## src/rtl/portctl_pkg.sv

```systemverilog
package portctl_pkg;
  localparam int DATA_W = 32;
  localparam int ADDR_W = 13;

  localparam logic [ADDR_W-1:0] OFS_CTRL_SET = 13'h1000;
  localparam logic [ADDR_W-1:0] OFS_CTRL_CLR = 13'h1004;
  localparam logic [ADDR_W-1:0] OFS_PEND     = 13'h1008;
  localparam logic [ADDR_W-1:0] OFS_IE_SET   = 13'h1010;
  localparam logic [ADDR_W-1:0] OFS_IE_CLR   = 13'h1014;

  localparam int BIT_RESET = 0;
  localparam int BIT_ACT32 = 10;
  localparam int BIT_PMEN  = 13;
  localparam int BIT_READY = DATA_W - 1;

  localparam int EV_DONE  = 0;
  localparam int EV_ERR   = 1;
  localparam int EV_READY = 2;
  localparam int EV_N     = 3;

  localparam logic [DATA_W-1:0] CTRL_MASK =
    (DATA_W'(1) << BIT_RESET) | (DATA_W'(1) << BIT_ACT32) | (DATA_W'(1) << BIT_PMEN);
  localparam logic [DATA_W-1:0] CTRL_INIT = DATA_W'(1) << BIT_RESET;
  localparam logic [DATA_W-1:0] EV_MASK   = (DATA_W'(1) << EV_N) - DATA_W'(1);

  typedef enum logic [2:0] {
    RD_NONE, RD_STATUS, RD_CTRL, RD_PEND, RD_IE
  } rdSel_e;

  typedef struct packed {
    logic   ctrlSet;
    logic   ctrlClr;
    logic   ieSet;
    logic   ieClr;
    logic   pendClr;
    rdSel_e rdSel;
  } regStb_t;
endpackage

```

## src/rtl/port_ctrl_decode.sv

```systemverilog
module port_ctrl_decode
  import portctl_pkg::*;
(
  input  logic              clk,
  input  logic              rstN,
  input  logic              wrEn,
  input  logic [ADDR_W-1:0] addr,
  output regStb_t           stb
);
  always_comb begin
    stb = '{ctrlSet: 1'b0, ctrlClr: 1'b0, ieSet: 1'b0, ieClr: 1'b0,
            pendClr: 1'b0, rdSel: RD_NONE};
    case (addr)
      OFS_CTRL_SET: begin stb.ctrlSet = wrEn; stb.rdSel = RD_STATUS; end
      OFS_CTRL_CLR: begin stb.ctrlClr = wrEn; stb.rdSel = RD_CTRL;   end
      OFS_PEND:     begin stb.pendClr = wrEn; stb.rdSel = RD_PEND;   end
      OFS_IE_SET:   begin stb.ieSet   = wrEn; stb.rdSel = RD_IE;     end
      OFS_IE_CLR:   begin stb.ieClr   = wrEn; stb.rdSel = RD_IE;     end
      default: ;
    endcase
  end

  // One register action per write, none without a write
  assert_one_strobe_R9: assert property (@(posedge clk) disable iff (!rstN)
    $onehot0({stb.ctrlSet, stb.ctrlClr, stb.ieSet, stb.ieClr, stb.pendClr}));
  assert_no_write_no_strobe_R9: assert property (@(posedge clk) disable iff (!rstN)
    !wrEn |-> !(stb.ctrlSet | stb.ctrlClr | stb.ieSet | stb.ieClr | stb.pendClr));
endmodule

```

## src/rtl/port_ctrl_datapath.sv

```systemverilog
module port_ctrl_datapath
  import portctl_pkg::*;
(
  input  logic              clk,
  input  logic              rstN,
  input  regStb_t           stb,
  input  logic [DATA_W-1:0] wrData,
  input  logic              linkReady,
  input  logic              cmdDone,
  input  logic              cmdErr,
  output logic [DATA_W-1:0] rdData,
  output logic [DATA_W-1:0] ctrlWord,
  output logic              irq
);
  logic [DATA_W-1:0] ctrlQ, ieQ, pendQ, evNow, statusWord;
  logic              portReadyQ, readyNext;

  assign readyNext = linkReady & ~ctrlQ[BIT_RESET];

  always_comb begin
    evNow = '0;
    evNow[EV_DONE]  = cmdDone;
    evNow[EV_ERR]   = cmdErr;
    evNow[EV_READY] = readyNext ^ portReadyQ;
  end

  always_ff @(posedge clk) begin
    if (!rstN) begin
      ctrlQ      <= CTRL_INIT;
      ieQ        <= '0;
      pendQ      <= '0;
      portReadyQ <= 1'b0;
    end else begin
      if (stb.ctrlSet) ctrlQ <= (ctrlQ | wrData) & CTRL_MASK;
      else if (stb.ctrlClr) ctrlQ <= ctrlQ & ~wrData & CTRL_MASK;
      if (stb.ieSet) ieQ <= (ieQ | wrData) & EV_MASK;
      else if (stb.ieClr) ieQ <= ieQ & ~wrData & EV_MASK;
      pendQ      <= ((stb.pendClr ? (pendQ & ~wrData) : pendQ) | evNow) & EV_MASK;
      portReadyQ <= readyNext;
    end
  end

  always_comb begin
    statusWord = ctrlQ;
    statusWord[BIT_READY] = portReadyQ;
  end

  always_comb begin
    case (stb.rdSel)
      RD_STATUS: rdData = statusWord;
      RD_CTRL:   rdData = ctrlQ;
      RD_PEND:   rdData = pendQ;
      RD_IE:     rdData = ieQ;
      default:   rdData = '0;
    endcase
  end

  assign ctrlWord = ctrlQ;
  assign irq      = |(ieQ & pendQ);

  assert_set_takes_R2: assert property (@(posedge clk) disable iff (!rstN)
    stb.ctrlSet |=> ((ctrlQ & $past(wrData & CTRL_MASK)) == $past(wrData & CTRL_MASK)));
  assert_clear_takes_R3: assert property (@(posedge clk) disable iff (!rstN)
    stb.ctrlClr |=> ((ctrlQ & $past(wrData & CTRL_MASK)) == '0));
  assert_unimpl_zero_R4: assert property (@(posedge clk) disable iff (!rstN)
    (ctrlQ & ~CTRL_MASK) == '0);
  assert_reset_drops_ready_R5: assert property (@(posedge clk) disable iff (!rstN)
    $rose(ctrlQ[BIT_RESET]) |=> !portReadyQ);
  assert_ie_clear_takes_R6: assert property (@(posedge clk) disable iff (!rstN)
    stb.ieClr |=> ((ieQ & $past(wrData & EV_MASK)) == '0));
  assert_ready_change_pends_R7: assert property (@(posedge clk) disable iff (!rstN)
    (portReadyQ != $past(portReadyQ)) |-> pendQ[EV_READY]);
  assert_quiet_when_masked_R8: assert property (@(posedge clk) disable iff (!rstN)
    (ieQ == '0) |-> !irq);
endmodule

```

## src/rtl/port_ctrl_regs.sv

```systemverilog
module port_ctrl_regs
  import portctl_pkg::*;
(
  input  logic              clk,
  input  logic              rstN,
  input  logic              wrEn,
  input  logic [ADDR_W-1:0] addr,
  input  logic [DATA_W-1:0] wrData,
  output logic [DATA_W-1:0] rdData,
  input  logic              linkReady,
  input  logic              cmdDone,
  input  logic              cmdErr,
  output logic              portResetOut,
  output logic              act32Out,
  output logic              pmEnableOut,
  output logic              irq
);
  regStb_t           stb;
  logic [DATA_W-1:0] ctrlWord;

  port_ctrl_decode decode_i (
    .clk(clk), .rstN(rstN), .wrEn(wrEn), .addr(addr), .stb(stb)
  );

  port_ctrl_datapath datapath_i (
    .clk(clk), .rstN(rstN), .stb(stb), .wrData(wrData),
    .linkReady(linkReady), .cmdDone(cmdDone), .cmdErr(cmdErr),
    .rdData(rdData), .ctrlWord(ctrlWord), .irq(irq)
  );

  assign portResetOut = ctrlWord[BIT_RESET];
  assign act32Out     = ctrlWord[BIT_ACT32];
  assign pmEnableOut  = ctrlWord[BIT_PMEN];
endmodule

```

## config.mk

```make
export PLATFORM = sky130hd
export DESIGN_NAME = port_ctrl_regs
export DESIGN_NICKNAME = d
export VERILOG_FILES = /design/src/rtl/portctl_pkg.sv /design/src/rtl/port_ctrl_decode.sv /design/src/rtl/port_ctrl_datapath.sv /design/src/rtl/port_ctrl_regs.sv
export SDC_FILE = /design/constraint.sdc
export NUM_CORES = 1
export LEC_CHECK = 0
export BUFFER_PORTS_ARGS = -buffer_cell sky130_fd_sc_hd__buf_4
export CORE_ASPECT_RATIO = 1.75
export CORE_MARGIN = 2
export CORE_UTILIZATION = 34
export DETAILED_ROUTE_END_ITERATION = 10
export PLACE_DENSITY = 0.89
export SETUP_SLACK_MARGIN = 0.15
export SYNTH_ARGS = -nofsm -noshare
export SYNTH_HDL_FRONTEND = slang
export SYNTH_SLANG_ARGS = --single-unit
```

## constraint.sdc

```tcl
create_clock -name clk -period 2.14 [get_ports clk]
set_input_delay 0.642 -clock clk [delete_from_list [all_inputs] [get_ports clk]]
set_output_delay 0.642 -clock clk [all_outputs]
set_load 0.1 [all_outputs]
```

==> flow_summary.toml, run 1 <==
[layout]
antenna_cells = 0
instances_no_fill = 169
area_growth_pct = 57.2
design_area_um2 = 1270
drive_above_1_share = 0.472
nets = 196
num-fill-cells = 192

[setup_path]
crit_slowest_cell = "nor4b_4"
worst-endpoint-required_ns = 1.50
end_kind = "primary output"
path_class = "in2out"
worstSetupStartpointType = "input port"
critPathBufInv = 2
critPathMaxStageDelay_ns = 0.30
cp_top_family = "simple AND/OR/NAND/NOR gates"
critPathLaunch = "addr[7]"
worstPathMaxFanout = 3
crit_arrival_ns = 1.85
cp_cell_sequence = "buf_6 > nor4b_4 > and3_4 > nand2_1 > nor4b_4 > buf_6"

[outcome]
violations = "setup timing"
outcome = "finished with violations"

[timing]
post-route-period-util = 1.17
clock_skew_ns = 0.0000598
finalCriticalPeriod_ns = 2.49
whs_ns = 0.483
maxSlewViolCount = 0
fmax_ghz = 0.401
rsz0062_at_grt = "true"
timing.final.ws_setup_ns = -0.354
setup_viol = 6
setup_tns_ns = -1.97
hold_viol_final = 0

[detailed_routing]
drtAntennaViolNets = 0
firstDrtPassIters = 4
vias_per_cell = 4.62
drcViolationCount = 0
num_vias = 780
drt-total-wl_um = 2060
avgRoutedWirePerCell_um = 12.2
drtIter0Drc = 23

[floorplanning]
die_h_um = 68.5
die_width_um = 40.8
die_area_um2 = 2790
io_pins = 87
std_cell_rows = 23
core_area_um2 = 2270
start_util = 0.355

[global_routing]
grt_pass1_vias = 717
grt_pass1_wl_um = 3160
grt_overflow = 0
grt_antenna_before_repair = 0
grt_usage = 0.166
grt_max_degree = 11

[cts]
clk_root_buffer_cell = "clkbuf_8"
clock_path_buffers = 2
htree_levels = 1
insertion_delay_ns = 0.23
cts_num_sinks = 10
cts_hold_buf = 0
cts_buffers = 3
cts_tree = "built"
clk_pin_slew_worst_paths_ns = 0.05

[synth]
yosysUniqueCellTypes = 35
synthesis.instances = 99
seq_area_frac_synth = 0.248
synth-main-ff-cell = "dfxtp_1"
syn_area_per_cell_um2 = 8.15
yosysWarnings = 0
synth-edff-count = 0
syn_area_um2 = 807
async_flop_share = 0
ys_ff_latch = 10

[pwr]
cellPowerDensity_nw_per_um2 = 552
ir_drop_uv = 351
leakagePower_nw = 0.601

[placement]
dpl.hpwl_um = 1710
gp_congestion = 0.840
place_ws_ns = -0.453
io_buffer_count = 33
dp_cells = 163
placed_cell_area_um2 = 1080

[flow_run]
maxCapViolations = 0

[min_path]
hold_class = "reg2reg"
what timing repair did:
| action | CTS | global route |
|---|---|---|
| buffers inserted | 1 | 1 |
| gates resized for setup | 30 | 1 |
| endpoints found under the setup margin | 6 | 6 |
| pin swaps | 3 | 3 |
power breakdown:
| group | switching, mW | internal [mW] |
|---|---|---|
| Sequential | 0.00218 | 0.189 |
| Clock | 0.0726 | 0.162 |
| Combinational | 0.231 | 0.0437 |
| Total | 0.306 | 0.395 |
worst register-to-register path, cell delays in order (launching register included):
cell and delay, ns:
dfxtp_1 0.34, nor2b_1 0.17, xnor2_1 0.15, a21oi_1 0.08
final timing paths:
path / to / slack [ns] / cells past startpoint
worst max-delay path: rdData[31] / -0.35 / 6
worst min-delay path: flip-flop / 0.48 / 2
worst max register to register: datapath_i.pendQ[2] / 1.28 / 3
worst min register to register: flip-flop / 0.48 / 2
cell families after synthesis:
group | Yosys count | share of synthesized area
AO/OA/AOI/OAI | 17 | 0.149
XOR/XNOR | 1 | 0.0109
buffers and inverters | 35 | 0.295
flip-flops | 10 | 0.248
multiplexers | 2 | 0.0248
other | 1 | 0.00465
AND/OR/NAND/NOR | 33 | 0.268
metal layers:
| layer | share of wire | wire length (um) | GRT usage | vias to the layer above |
|---|---|---|---|---|
| li1 | - | - | - | 384 |
| met1 | 0.31 | 641 | 0.178 | 350 |
| met2 | 0.59 | 1210 | 0.297 | 41 |
| met3 | 0.073 | 151 | 0.00974 | 5 |
| met4 | 0.025 | 51 | 0.0875 | 0 |
| met5 | 0 | 0 | 0 | - |
layout by cell type, fill, tap and decap left out, types with 2 or more instances in the layout:
cell / synthesis / final
buf_4: 26 / 33
conb_1: 1 / 26
dfxtp_1: 10 / 10
inv_1: 7 / 7
nand2_1: 8 / 6
buf_6: 1 / 6
buf_12: 0 / 5
o21ai_0: 6 / 4
clkbuf_8: 0 / 4
and3_4: 0 / 3
a21oi_1: 3 / 3
nor4b_4: 1 / 2
nor2b_1: 2 / 2
nor2_1: 2 / 2
nand4_1: 2 / 2
nand2_2: 0 / 2
o21ai_4: 0 / 2
and4_2: 2 / 2
nand3_1: 2 / 2
mux2i_1: 2 / 2
cell type report:
class | count | area (um^2) | share of cell area
Clock buffer | 4 | 55.1 | 0.0434
Inverter | 7 | 26.3 | 0.0207
Multi-Input combinational cell | 79 | 541 | 0.426
Sequential cell | 10 | 200 | 0.158
Tap cell | 25 | 31.3 | 0.0247
Timing Repair Buffer | 44 | 415 | 0.327
synth_stat cells (3+ instances only):
cell type / n / area, um^2
o21ai_0: 6 / 30.0
nand2_1: 8 / 30.0
dfxtp_1: 10 / 200
buf_4: 26 / 195
a21oi_1: 3 / 15.0
and3_1: 3 / 18.8
inv_1: 7 / 26.3
through the flow:
step	util	power, mW
after detailed placement	0.474	0.463
final	0.558	0.701
after global routing	0.558	0.724
after floorplan	-	0.448
after CTS	0.554	0.701
after global placement	0.474	0.459
(Power assumes the default switching activity.)
==> run 2: changes to the inputs <==
--- a/config.mk
+++ b/config.mk
@@ -5,12 +5,13 @@
 export SDC_FILE = /design/constraint.sdc
 export NUM_CORES = 1
 export LEC_CHECK = 0
+export ABC_AREA = 1
 export BUFFER_PORTS_ARGS = -buffer_cell sky130_fd_sc_hd__buf_4
 export CORE_ASPECT_RATIO = 1.75
 export CORE_MARGIN = 2
-export CORE_UTILIZATION = 34
+export CORE_UTILIZATION = 37
 export DETAILED_ROUTE_END_ITERATION = 10
-export PLACE_DENSITY = 0.89
+export PLACE_DENSITY = 0.9
 export SETUP_SLACK_MARGIN = 0.15
 export SYNTH_ARGS = -nofsm -noshare
 export SYNTH_HDL_FRONTEND = slang
==> run 2 against run 1 <==
Compared with the run above: the flow still finishes with violations (setup timing); largest power group unchanged; largest cell class unchanged; worst hold slack barely moved; flip-flop and latch count did not move; final cell count rose by 28%; critical endpoint is now rdData[1]; total power rose by 1.8%; synthesized cell count rose by 42%; first-iteration DRC count fell by 4.3%; critical path type unchanged.
==> flow_summary.toml, run 2 <==
[setup_path]
cp_top_family = "simple AND/OR/NAND/NOR gates"
crit_path_frequent_cell = "nor2_4"
end_kind = "primary output"
r2r_slack_ns = 1.16
crit_slowest_cell = "buf_12"
critPathBufInv = 2
critPathMaxStageDelay_ns = 0.19
worstPathMaxFanout = 5
worst-endpoint-required_ns = 1.50
worstSetupStartpointType = "input port"
crit_arrival_ns = 1.72
cp_cell_sequence = "buf_6 > nor2_4 > nand3_2 > nor2_4 > nand2_4 > nand3_4 > nor2_4 > a21oi_4 > buf_12"
path_class = "in2out"

[layout]
design_area_um2 = 1550
final_common_cell = "buf_4"
drive_above_1_share = 0.461
multi_input_area_um2 = 722
instances_no_fill = 217
nets = 243
antenna_cells = 0
seqCellArea_um2 = 200
layout_common_cells = "buf_4 (33), conb_1 (26), nand2_1 (21)"
num-fill-cells = 214
area_growth_pct = 60.9

[synth]
synthTopCellsByArea = "dfxtp_1 (21%), buf_4 (20%), nand2_1 (9.8%)"
syn_area_per_cell_um2 = 6.82
yosysUniqueCellTypes = 20
synth_top_area_share = 0.208
ys_ff_latch = 10
yosysWarnings = 0
synth-main-ff-cell = "dfxtp_1"
synth_top_area_cell = "dfxtp_1"
syn_area_um2 = 961
seq_area_frac_synth = 0.208
synth-edff-count = 0
async_flop_share = 0
netlist_top_cells_count = "buf_4 (26), nand2_1 (25), inv_1 (15)"
yosysMostFrequentCell = "buf_4"
synthesis.instances = 141

[floorplanning]
core_area_um2 = 2490
start_util = 0.386
std_cell_rows = 24
die_area_um2 = 3040
io_pins = 87
die_h_um = 71.4
die_width_um = 42.5

[placement]
dp_cells = 211
dpl.hpwl_um = 1920
io_buffer_count = 33
placed_cell_area_um2 = 1340
gp_congestion = 0.818
place_ws_ns = -0.336

[global_routing]
grt_overflow = 0
grt_usage = 0.176
grt_pass1_vias = 976
grt_max_degree = 8
grt_antenna_before_repair = 0
grt_pass1_wl_um = 4130

[detailed_routing]
firstDrtPassIters = 5
num_vias = 1008
drtAntennaViolNets = 0
drcViolationCount = 0
avgRoutedWirePerCell_um = 11.1
vias_per_cell = 4.65
drt-total-wl_um = 2400
drtIter0Drc = 22

[cts]
clk_pin_slew_worst_paths_ns = 0.05
clk_root_buffer_cell = "clkbuf_8"
cts_tree = "built"
insertion_delay_ns = 0.24
clock_path_buffers = 2
htree_levels = 1
cts_num_sinks = 10
cts_hold_buf = 0
cts_buffers = 3

[timing]
setup_viol = 6
timing.final.ws_setup_ns = -0.220
rsz0062_at_grt = "true"
clock_skew_ns = 0.00541
maxSlewViolCount = 0
hold_viol_final = 0
post-route-period-util = 1.10
fmax_ghz = 0.424
finalCriticalPeriod_ns = 2.36

[flow_run]
maxCapViolations = 0

[outcome]
violations = "setup timing"
outcome = "finished with violations"

[pwr]
leakagePower_nw = 0.771
power_mw = 0.713
cellPowerDensity_nw_per_um2 = 461
ir_drop_uv = 452

[min_path]
hold_class = "reg2reg"
-- run 2: changes by cell type after synthesis, sizes merged, moves of 5 or more --
cell and change:
nand2 +23, nand4 +5, nor2 +21, inv +10, nand3 +10
-- run 2: per-layer routing --
layer  part of all wire  global-route usage
met1               0.31               0.164
met2               0.61               0.362
met3              0.057              0.0176
met4              0.022              0.0729
met5                  0                   0
-- run 2: kinds of logic after synthesis --
logic type	Yosys count	share of synthesized area
simple gates	74	0.449
buf+inv	45	0.277
compound gates	10	0.0521
flops	10	0.208
xor+xnor	1	0.00912
other cells	1	0.00390
-- run 2: layout make-up --
class,instances,share of cell area
flip-flops and latches,10,0.129
multi-input cells,111,0.467
inverters,19,0.0510
repair buffers,47,0.296
clock buffers,4,0.0356
well taps,26,0.0210
-- run 2: power breakdown --
| part | switching (mW) | internal, mW |
|---|---|---|
| registers | 0.00240 | 0.189 |
| clock network | 0.0776 | 0.162 |
| logic | 0.237 | 0.0448 |
| total | 0.317 | 0.396 |
-- run 2: metrics by stage --
stage | util | setup TNS [ns] | hold slack [ns]
after floorplan | - | -1.51 | 0.478
after global placement | 0.536 | -1.80 | 0.469
after detailed placement | 0.536 | -1.88 | 0.477
after CTS | 0.612 | -1.19 | 0.485
after global routing | 0.620 | -1.74 | 0.513
final | 0.620 | -1.19 | 0.483
-- run 2: repair_timing --
item	4_1_cts	5_1_grt
endpoints found under the setup margin	6	6
gates resized for setup	32	4
buffers inserted	1	1
pin swaps	2	2
-- run 2: worst paths after layout --
kind                  start             endpoint  cells past startpoint
setup / recovery    addr[1]            rdData[1]                      9
hold / removal    flip-flop            flip-flop                      2
setup reg to reg  flip-flop  datapath_i.pendQ[2]                      4
hold reg to reg   flip-flop            flip-flop                      2
-- run 2: worst min-delay path: cells and delay by family, from the launching register on --
| family | cells | cell delay, ns |
|---|---|---|
| DFF | 1 | 0.32 |
| and+or+nand+nor | 1 | 0.07 |
| AOI/OAI and AO/OA | 1 | 0.05 |
